[config.mk]
export PLATFORM = sky130hd
export DESIGN_NAME = freqSelect
export DESIGN_NICKNAME = d
export VERILOG_FILES = /design/src/rtl/freqSelectPkg.sv /design/src/rtl/freqSelectDatapath.sv /design/src/rtl/freqSelectControl.sv /design/src/rtl/freqSelect.sv
export SDC_FILE = /design/constraint.sdc
export NUM_CORES = 1
export LEC_CHECK = 0
export BUFFER_PORTS_ARGS = -buffer_cell sky130_fd_sc_hd__buf_2
export CORE_MARGIN = 4
export CORE_UTILIZATION = 45
export DETAILED_ROUTE_END_ITERATION = 8
export HOLD_SLACK_MARGIN = 0.12
export PLACE_DENSITY = 0.65
export SLEW_MARGIN = 25
export SYNTH_ARGS = -nofsm -noshare
export SYNTH_HDL_FRONTEND = slang
export SYNTH_HIERARCHICAL = 1
export SYNTH_SLANG_ARGS = --single-unit
[constraint.sdc]
create_clock -name clk -period 2.7 [get_ports clk]
set_clock_uncertainty 0.2 [all_clocks]
set_input_delay 0.27 -clock clk [delete_from_list [all_inputs] [get_ports clk]]
set_output_delay 0.27 -clock clk [all_outputs]
set_load 0.02 [all_outputs]
[src/rtl/freqSelectPkg.sv]
package freqSelectPkg;
  localparam int CODE_W = 5;
  localparam int BYTE_W = 8;
  localparam int ADDR_W = 2;

  localparam logic [ADDR_W-1:0] ADDR_CTRL  = 2'd0;
  localparam logic [ADDR_W-1:0] ADDR_OUTEN = 2'd1;
  localparam logic [ADDR_W-1:0] ADDR_WDOG  = 2'd2;
  localparam logic [ADDR_W-1:0] ADDR_FBACK = 2'd3;

  // control byte field positions (decoded by software, so fixed)
  localparam int CB_CODE_LO  = 4; // code bits 3:0 live at 7:4
  localparam int CB_OVERRIDE = 3;
  localparam int CB_CODE_HI  = 2; // code bit 4
  localparam int CB_SPREAD   = 1;

  localparam int FB_SOFT = 7;

  // strobes from control to datapath
  typedef struct packed {
    logic wdTimeout;
  } ctrlStrobe_t;
endpackage

[src/rtl/freqSelectDatapath.sv]
module freqSelectDatapath
  import freqSelectPkg::*;
#(
  parameter int CPU_PAIRS = 3
) (
  input  logic                 clk,
  input  logic                 rstN,
  input  logic                 pwrGood,
  input  logic [CODE_W-1:0]    strapSel,
  input  logic                 multSelIn,
  input  logic                 regWe,
  input  logic [ADDR_W-1:0]    regAddr,
  input  logic [BYTE_W-1:0]    regWdata,
  input  ctrlStrobe_t          strobe,
  output logic [BYTE_W-1:0]    regRdata,
  output logic [CODE_W-1:0]    effCode,
  output logic                 spreadEn,
  output logic [CPU_PAIRS-1:0] cpuClkEn,
  output logic                 driveSel,
  output logic [BYTE_W-1:0]    wdReload,
  output logic [BYTE_W-1:0]    wdLoadVal,
  output logic                 codeChanged
);
  localparam int EN_TOP = BYTE_W - 1;

  logic [CODE_W-1:0]    strapLat;
  logic                 multLat;
  logic                 locked;
  logic                 lockedDly;
  logic [CODE_W-1:0]    selCode;
  logic                 override;
  logic                 spread;
  logic [CPU_PAIRS-1:0] cpuEn;
  logic                 fbSoft;
  logic [CODE_W-1:0]    fbCode;
  logic [CODE_W-1:0]    codeSeen;

  logic wrCtrl, wrOuten, wrWdog, wrFback;
  assign wrCtrl  = regWe && (regAddr == ADDR_CTRL);
  assign wrOuten = regWe && (regAddr == ADDR_OUTEN);
  assign wrWdog  = regWe && (regAddr == ADDR_WDOG);
  assign wrFback = regWe && (regAddr == ADDR_FBACK);

  // next reload value, so a write restarts with the value it writes
  assign wdLoadVal = wrWdog ? regWdata : wdReload;

  always_ff @(posedge clk or negedge rstN) begin
    if (!rstN) begin
      strapLat  <= '0;
      multLat   <= 1'b0;
      locked    <= 1'b0;
      lockedDly <= 1'b0;
      selCode   <= '0;
      override  <= 1'b0;
      spread    <= 1'b0;
      cpuEn     <= '1;
      wdReload  <= '0;
      fbSoft    <= 1'b0;
      fbCode    <= '0;
      codeSeen  <= '0;
    end else begin
      if (pwrGood && !locked) begin
        strapLat <= strapSel;
        multLat  <= multSelIn;
        locked   <= 1'b1;
      end
      lockedDly <= locked;
      codeSeen  <= effCode;
      if (wrCtrl) begin
        selCode  <= {regWdata[CB_CODE_HI], regWdata[CB_CODE_LO +: 4]};
        override <= regWdata[CB_OVERRIDE];
        spread   <= regWdata[CB_SPREAD];
      end else if (strobe.wdTimeout) begin
        if (fbSoft) begin
          selCode  <= fbCode;
          override <= 1'b1;
        end else begin
          override <= 1'b0;
        end
      end
      if (wrOuten) cpuEn <= regWdata[EN_TOP -: CPU_PAIRS];
      wdReload <= wdLoadVal;
      if (wrFback) begin
        fbSoft <= regWdata[FB_SOFT];
        fbCode <= regWdata[CODE_W-1:0];
      end
    end
  end

  assign effCode     = override ? selCode : strapLat;
  assign codeChanged = lockedDly && (effCode != codeSeen);
  assign spreadEn    = spread;
  assign cpuClkEn    = cpuEn;
  assign driveSel    = multLat;

  always_comb begin
    regRdata = '0;
    case (regAddr)
      ADDR_CTRL: begin
        regRdata[CB_CODE_LO +: 4] = selCode[3:0];
        regRdata[CB_OVERRIDE]     = override;
        regRdata[CB_CODE_HI]      = selCode[4];
        regRdata[CB_SPREAD]       = spread;
      end
      ADDR_OUTEN: begin
        regRdata[EN_TOP -: CPU_PAIRS] = cpuEn;
        regRdata[CODE_W-1:0]          = strapLat;
      end
      ADDR_WDOG: regRdata = wdReload;
      default: begin
        regRdata[FB_SOFT]     = fbSoft;
        regRdata[CODE_W-1:0]  = fbCode;
      end
    endcase
  end

  assert_straps_hold_R1: assert property (@(posedge clk) disable iff (!rstN)
    locked |=> ($stable(strapLat) && $stable(multLat)));

  assert_hw_fallback_R6: assert property (@(posedge clk) disable iff (!rstN)
    (strobe.wdTimeout && !fbSoft && !wrCtrl) |=> !override);

  assert_sw_fallback_R6: assert property (@(posedge clk) disable iff (!rstN)
    (strobe.wdTimeout && fbSoft && !wrCtrl) |=> (override && selCode == $past(fbCode)));
endmodule

[src/rtl/freqSelectControl.sv]
module freqSelectControl
  import freqSelectPkg::*;
#(
  parameter int WDOG_SHIFT = 2,
  parameter int PULSE_LEN  = 8
) (
  input  logic              clk,
  input  logic              rstN,
  input  logic              anyWrite,
  input  logic [BYTE_W-1:0] wdReload,
  input  logic [BYTE_W-1:0] wdLoadVal,
  input  logic              codeChanged,
  output ctrlStrobe_t       strobe,
  output logic              sysRstN
);
  localparam int CNT_W   = BYTE_W + WDOG_SHIFT;
  localparam int PULSE_W = $clog2(PULSE_LEN + 1);

  logic [CNT_W-1:0]   wdCnt;
  logic [PULSE_W-1:0] pulseCnt;
  logic               tmo;
  logic               trigger;

  assign tmo     = (wdCnt == CNT_W'(1)) && !anyWrite;
  assign trigger = tmo || codeChanged;

  always_ff @(posedge clk or negedge rstN) begin
    if (!rstN) begin
      wdCnt <= '0;
    end else if (anyWrite) begin
      wdCnt <= CNT_W'(wdLoadVal) << WDOG_SHIFT;
    end else if (tmo) begin
      wdCnt <= CNT_W'(wdReload) << WDOG_SHIFT;
    end else if (wdCnt != '0) begin
      wdCnt <= wdCnt - 1'b1;
    end
  end

  always_ff @(posedge clk or negedge rstN) begin
    if (!rstN) begin
      pulseCnt <= '0;
    end else if (trigger) begin
      pulseCnt <= PULSE_W'(PULSE_LEN);
    end else if (pulseCnt != '0) begin
      pulseCnt <= pulseCnt - 1'b1;
    end
  end

  assign strobe.wdTimeout = tmo;
  assign sysRstN          = (pulseCnt == '0);

  assert_wdog_idle_R5: assert property (@(posedge clk) disable iff (!rstN)
    (wdReload == '0) |-> (wdCnt == '0));

  assert_tmo_pulse_R7: assert property (@(posedge clk) disable iff (!rstN)
    tmo |=> !sysRstN);

  assert_change_pulse_R8: assert property (@(posedge clk) disable iff (!rstN)
    codeChanged |=> !sysRstN);

  assert_no_stray_pulse_R8: assert property (@(posedge clk) disable iff (!rstN)
    $fell(sysRstN) |-> $past(tmo || codeChanged));
endmodule

[src/rtl/freqSelect.sv]
module freqSelect
  import freqSelectPkg::*;
#(
  parameter int CPU_PAIRS  = 3,
  parameter int WDOG_SHIFT = 2,
  parameter int PULSE_LEN  = 8
) (
  input  logic                 clk,
  input  logic                 rstN,
  input  logic                 pwrGood,
  input  logic [4:0]           strapSel,
  input  logic                 multSelIn,
  input  logic                 regWe,
  input  logic [1:0]           regAddr,
  input  logic [7:0]           regWdata,
  output logic [7:0]           regRdata,
  output logic [4:0]           effCode,
  output logic                 spreadEn,
  output logic [CPU_PAIRS-1:0] cpuClkEn,
  output logic                 driveSel,
  output logic                 sysRstN
);
  ctrlStrobe_t       strobe;
  logic [BYTE_W-1:0] wdReload;
  logic [BYTE_W-1:0] wdLoadVal;
  logic              codeChanged;

  freqSelectDatapath #(.CPU_PAIRS(CPU_PAIRS)) datapath (
    .clk(clk), .rstN(rstN), .pwrGood(pwrGood), .strapSel(strapSel),
    .multSelIn(multSelIn), .regWe(regWe), .regAddr(regAddr),
    .regWdata(regWdata), .strobe(strobe), .regRdata(regRdata),
    .effCode(effCode), .spreadEn(spreadEn), .cpuClkEn(cpuClkEn),
    .driveSel(driveSel), .wdReload(wdReload), .wdLoadVal(wdLoadVal),
    .codeChanged(codeChanged)
  );

  freqSelectControl #(.WDOG_SHIFT(WDOG_SHIFT), .PULSE_LEN(PULSE_LEN)) control (
    .clk(clk), .rstN(rstN), .anyWrite(regWe), .wdReload(wdReload),
    .wdLoadVal(wdLoadVal), .codeChanged(codeChanged), .strobe(strobe),
    .sysRstN(sysRstN)
  );
endmodule

==> results.py <==
metrics = {
    "run_status": {
        "status": "finished, final reports clean",
    },
    "synthesis": {
        "async_flop_share_pct": 100,
        "yosysSeqAreaShare_pct": 47.6,
        "syn_inst": 228,
        "synth.area.top_cells": "dfrtp_1 (45%), mux2_1 (11%), mux4_2 (4.2%)",
        "synth_flop_cell": "dfrtp_1",
        "synth_seq_cells": 51,
        "synthDominantCellAreaShare_pct": 44.7,
        "synth_area_um2": 2690,
        "ys_types": 50,
        "post-synth-top-count-cell": "dfrtp_1",
        "synth_nets": 251,
        "syn_avg_cell_area_um2": 11.8,
        "synth_commonest_cells": "dfrtp_1 (48), mux2_1 (26), nand2_1 (21), o21ai_1 (18), mux2i_1 (11)",
        "yosys_warnings": 6,
        "synth_edf_count": 0,
        "yosysTopAreaCell": "dfrtp_1",
    },
    "finish": {
        "final_util_pct": 56.3,
        "layout.cells.non_filler": 357,
        "layout-drive-gt1-share_pct": 24.9,
        "fin_nets": 307,
        "design_area_um2": 3180,
        "insertedDiodeCount": 0,
        "area_growth_pct": 18.2,
    },
    "sta": {
        "finalSetupTns_ns": 0,
        "hold_ws_ns": 0.202,
        "maxSlewViolCount": 0,
        "rsz0062_at_grt": "false",
        "setup_viol": 0,
        "period_needed_ns": 2.30,
        "tightest_slew_ns": 0.637,
        "min_period_over_period_pct": 85.3,
        "fmax_ghz": 0.434,
        "finalHoldViolations": 0,
        "relSlewSlack_pct": 57.5,
        "fin_ws_ns": 0.397,
    },
    "placement": {
        "hpwl_mm": 4.29,
        "port_buffers": 38,
        "place_area_um2": 2930,
        "pre_cts_ws_ns": 0.435,
        "place.gp.congestion": 0.820,
        "dp.cells": 333,
    },
    "detailed_routing": {
        "drt_iter0_drc": 108,
        "ant_nets": 0,
        "topRoutingLayerUsed": "met4",
        "wl_met2_mm": 2.77,
        "drc": 0,
        "wl_met3_um": 260,
        "wl_per_cell_um": 16.2,
        "drt_pass1_iterations": 4,
        "wl_met1_mm": 2.73,
        "vias": 1976,
        "vias_per_cell": 5.54,
        "totalWireLength_mm": 5.79,
    },
    "critical_path": {
        "crit_buf_inv": 1,
        "crit_type": "reg -> reg",
        "startpoint": "control/wdCnt[1]",
        "critical_path.top_delay_family": "simple AND/OR/NAND/NOR gates",
        "required_ns": 2.69,
        "critPathSlowestCell": "dfrtp_1",
        "r2r-end": "datapath/selCode[3]",
        "cpPeakStageDelay_ns": 0.44,
        "crit_arrival_ns": 2.29,
        "worstReg2RegStart": "control/wdCnt[1]",
        "cp_max_fo": 10,
        "path_cells": "inv_1 > ha_1 > nor2b_1 > nand3_2 > nor2_1 > nand2_1 > mux2i_1 > o21ai_1",
        "rrSetupSlack_ns": 0.40,
        "cp-end-kind": "flip-flop",
        "worst_r2r_path_depth": 8,
        "setup.worst_path.start_class": "flip-flop",
    },
    "floorplan": {
        "rows": 27,
        "dieWidth_um": 85.3,
        "coreArea_um2": 5640,
        "die_h_um": 85.3,
        "start_util_pct": 47.6,
        "io_pins": 39,
        "die_area_um2": 7270,
    },
    "cts": {
        "htree_levels": 2,
        "clk_pin_slew_ns": 0.09,
        "post_cts_buffers": 0,
        "clockRootBuffer": "clkbuf_8",
        "hold_buffers": 16,
        "cts_tree": "yes",
        "cts.sink_count": 51,
        "cts_buffers": 5,
        "cts_buffer_depth": 2,
        "clock_latency_ns": 0.30,
        "cts_resized": 0,
    },
    "worst_hold_path": {
        "hp-class": "in -> reg",
        "whs_path_depth": 3,
        "min_to": "control/wdCnt[8]",
        "worstHoldStart": "regWe",
    },
    "power": {
        "intPower_mw": 1.50,
        "powerDensity_nw_per_um2": 741,
        "swShare_pct": 36.2,
        "seq_power_share_pct": 47.0,
        "switchingPower_mw": 0.854,
        "power_leakage_nw": 1.41,
        "comb_power_share_pct": 35.0,
        "clkPwrFrac_pct": 18.1,
        "irDropWorstVdd_v": 0.000310,
        "finalPower_mw": 2.36,
    },
    "global_routing": {
        "grt_max_degree": 52,
        "grt_pass1_wl_mm": 9.89,
        "antenna_found_initial": 0,
        "overflow": 0,
        "grt_pass1_vias": 1971,
        "track_usage_pct": 17.0,
    },
    "flow_run": {
        "max_cap_violations": 0,
    },
}
## worst max path at each step
stage / cells past startpoint / end / slack (ns)
after floorplan: 9 / datapath/selCode[0] / 0.65
after global placement: 8 / datapath/selCode[4] / 0.45
after detailed placement: 8 / datapath/selCode[3] / 0.43
after CTS: 8 / datapath/selCode[3] / 0.42
after global routing: 8 / datapath/selCode[3] / 0.21
final: 8 / datapath/selCode[3] / 0.40
## state kept, by name, summed over array words and instances (netlist names)
register	flops
datapath/fbCode	5
datapath/fbSoft	1
control/wdCnt	10
datapath/override	1
datapath/locked	1
datapath/spreadEn	1
datapath/strapLat	5
datapath/lockedDly	1
datapath/driveSel	1
datapath/cpuClkEn	3
datapath/wdReload	8
datapath/codeSeen	5
datapath/selCode	5
control/pulseCnt	4
## placed cells by master, fill, tap and decap left out, types with 2 or more instances in the layout
cell type and count:
dfstp_2 3, nor2_1 9, dfrtp_1 48, or4_1 2, a21oi_1 6, nand3b_1 4
mux2_4 5, mux2i_1 11, ha_1 3, nor2b_1 3, dlygate4sd3_1 16, o21ai_1 18
nand3_1 3, or3_1 5, mux4_2 5, nand2_1 21, nor4_1 2, buf_4 3
xnor2_1 5, clkbuf_8 5, o31ai_1 3, nor3_1 3, mux2_1 26, inv_1 5
xor2_1 3, nand2b_1 3, buf_2 38, nor3b_1 3
## routing by layer
metal | track usage, % | up-vias
met5 | 0 | -
met4 | 3.60 | 0
met3 | 3.59 | 2
met2 | 26.5 | 43
met1 | 24.5 | 988
li1 | - | 943
## layout make-up
cell class	instances	area, um^2
Fill cell	477	2460
Multi-Input combinational cell	164	1330
Sequential cell	51	1280
Tap cell	72	90.1
Timing Repair Buffer	57	373
Inverter	5	18.8
Clock buffer	6	72.6
Clock inverter	2	12.5
## worst min-delay path: cells and delay by family
kind | cells | cell delay (ns)
AOI/OAI and AO/OA | 1 | 0.05
buffers and inverters | 1 | 0.22
and+or+nand+nor | 1 | 0.11
## cells by family (layout without fill, tap and decap cells)
logic type / count (synthesis) / in the layout / share of synthesized area (%)
compound gates: 37 / 37 / 8.75
buf+inv: 13 / 70 / 2.84
xor+xnor: 8 / 8 / 2.61
fa+ha+maj: 3 / 3 / 1.40
flops: 51 / 51 / 47.6
simple gates: 69 / 69 / 14.8
mux: 47 / 47 / 22.0
## power groups by stage
stage	Clock [mW]	Sequential (mW)	Combinational [mW]
detailed placement	0	1.12	0.812
global placement	0	1.12	0.803
finish	0.426	1.11	0.824
floorplan	0	1.08	0.632
global route	0.470	1.14	0.925
CTS	0.439	1.11	0.834
No activity file was read; power rests on OpenSTA's default activity.
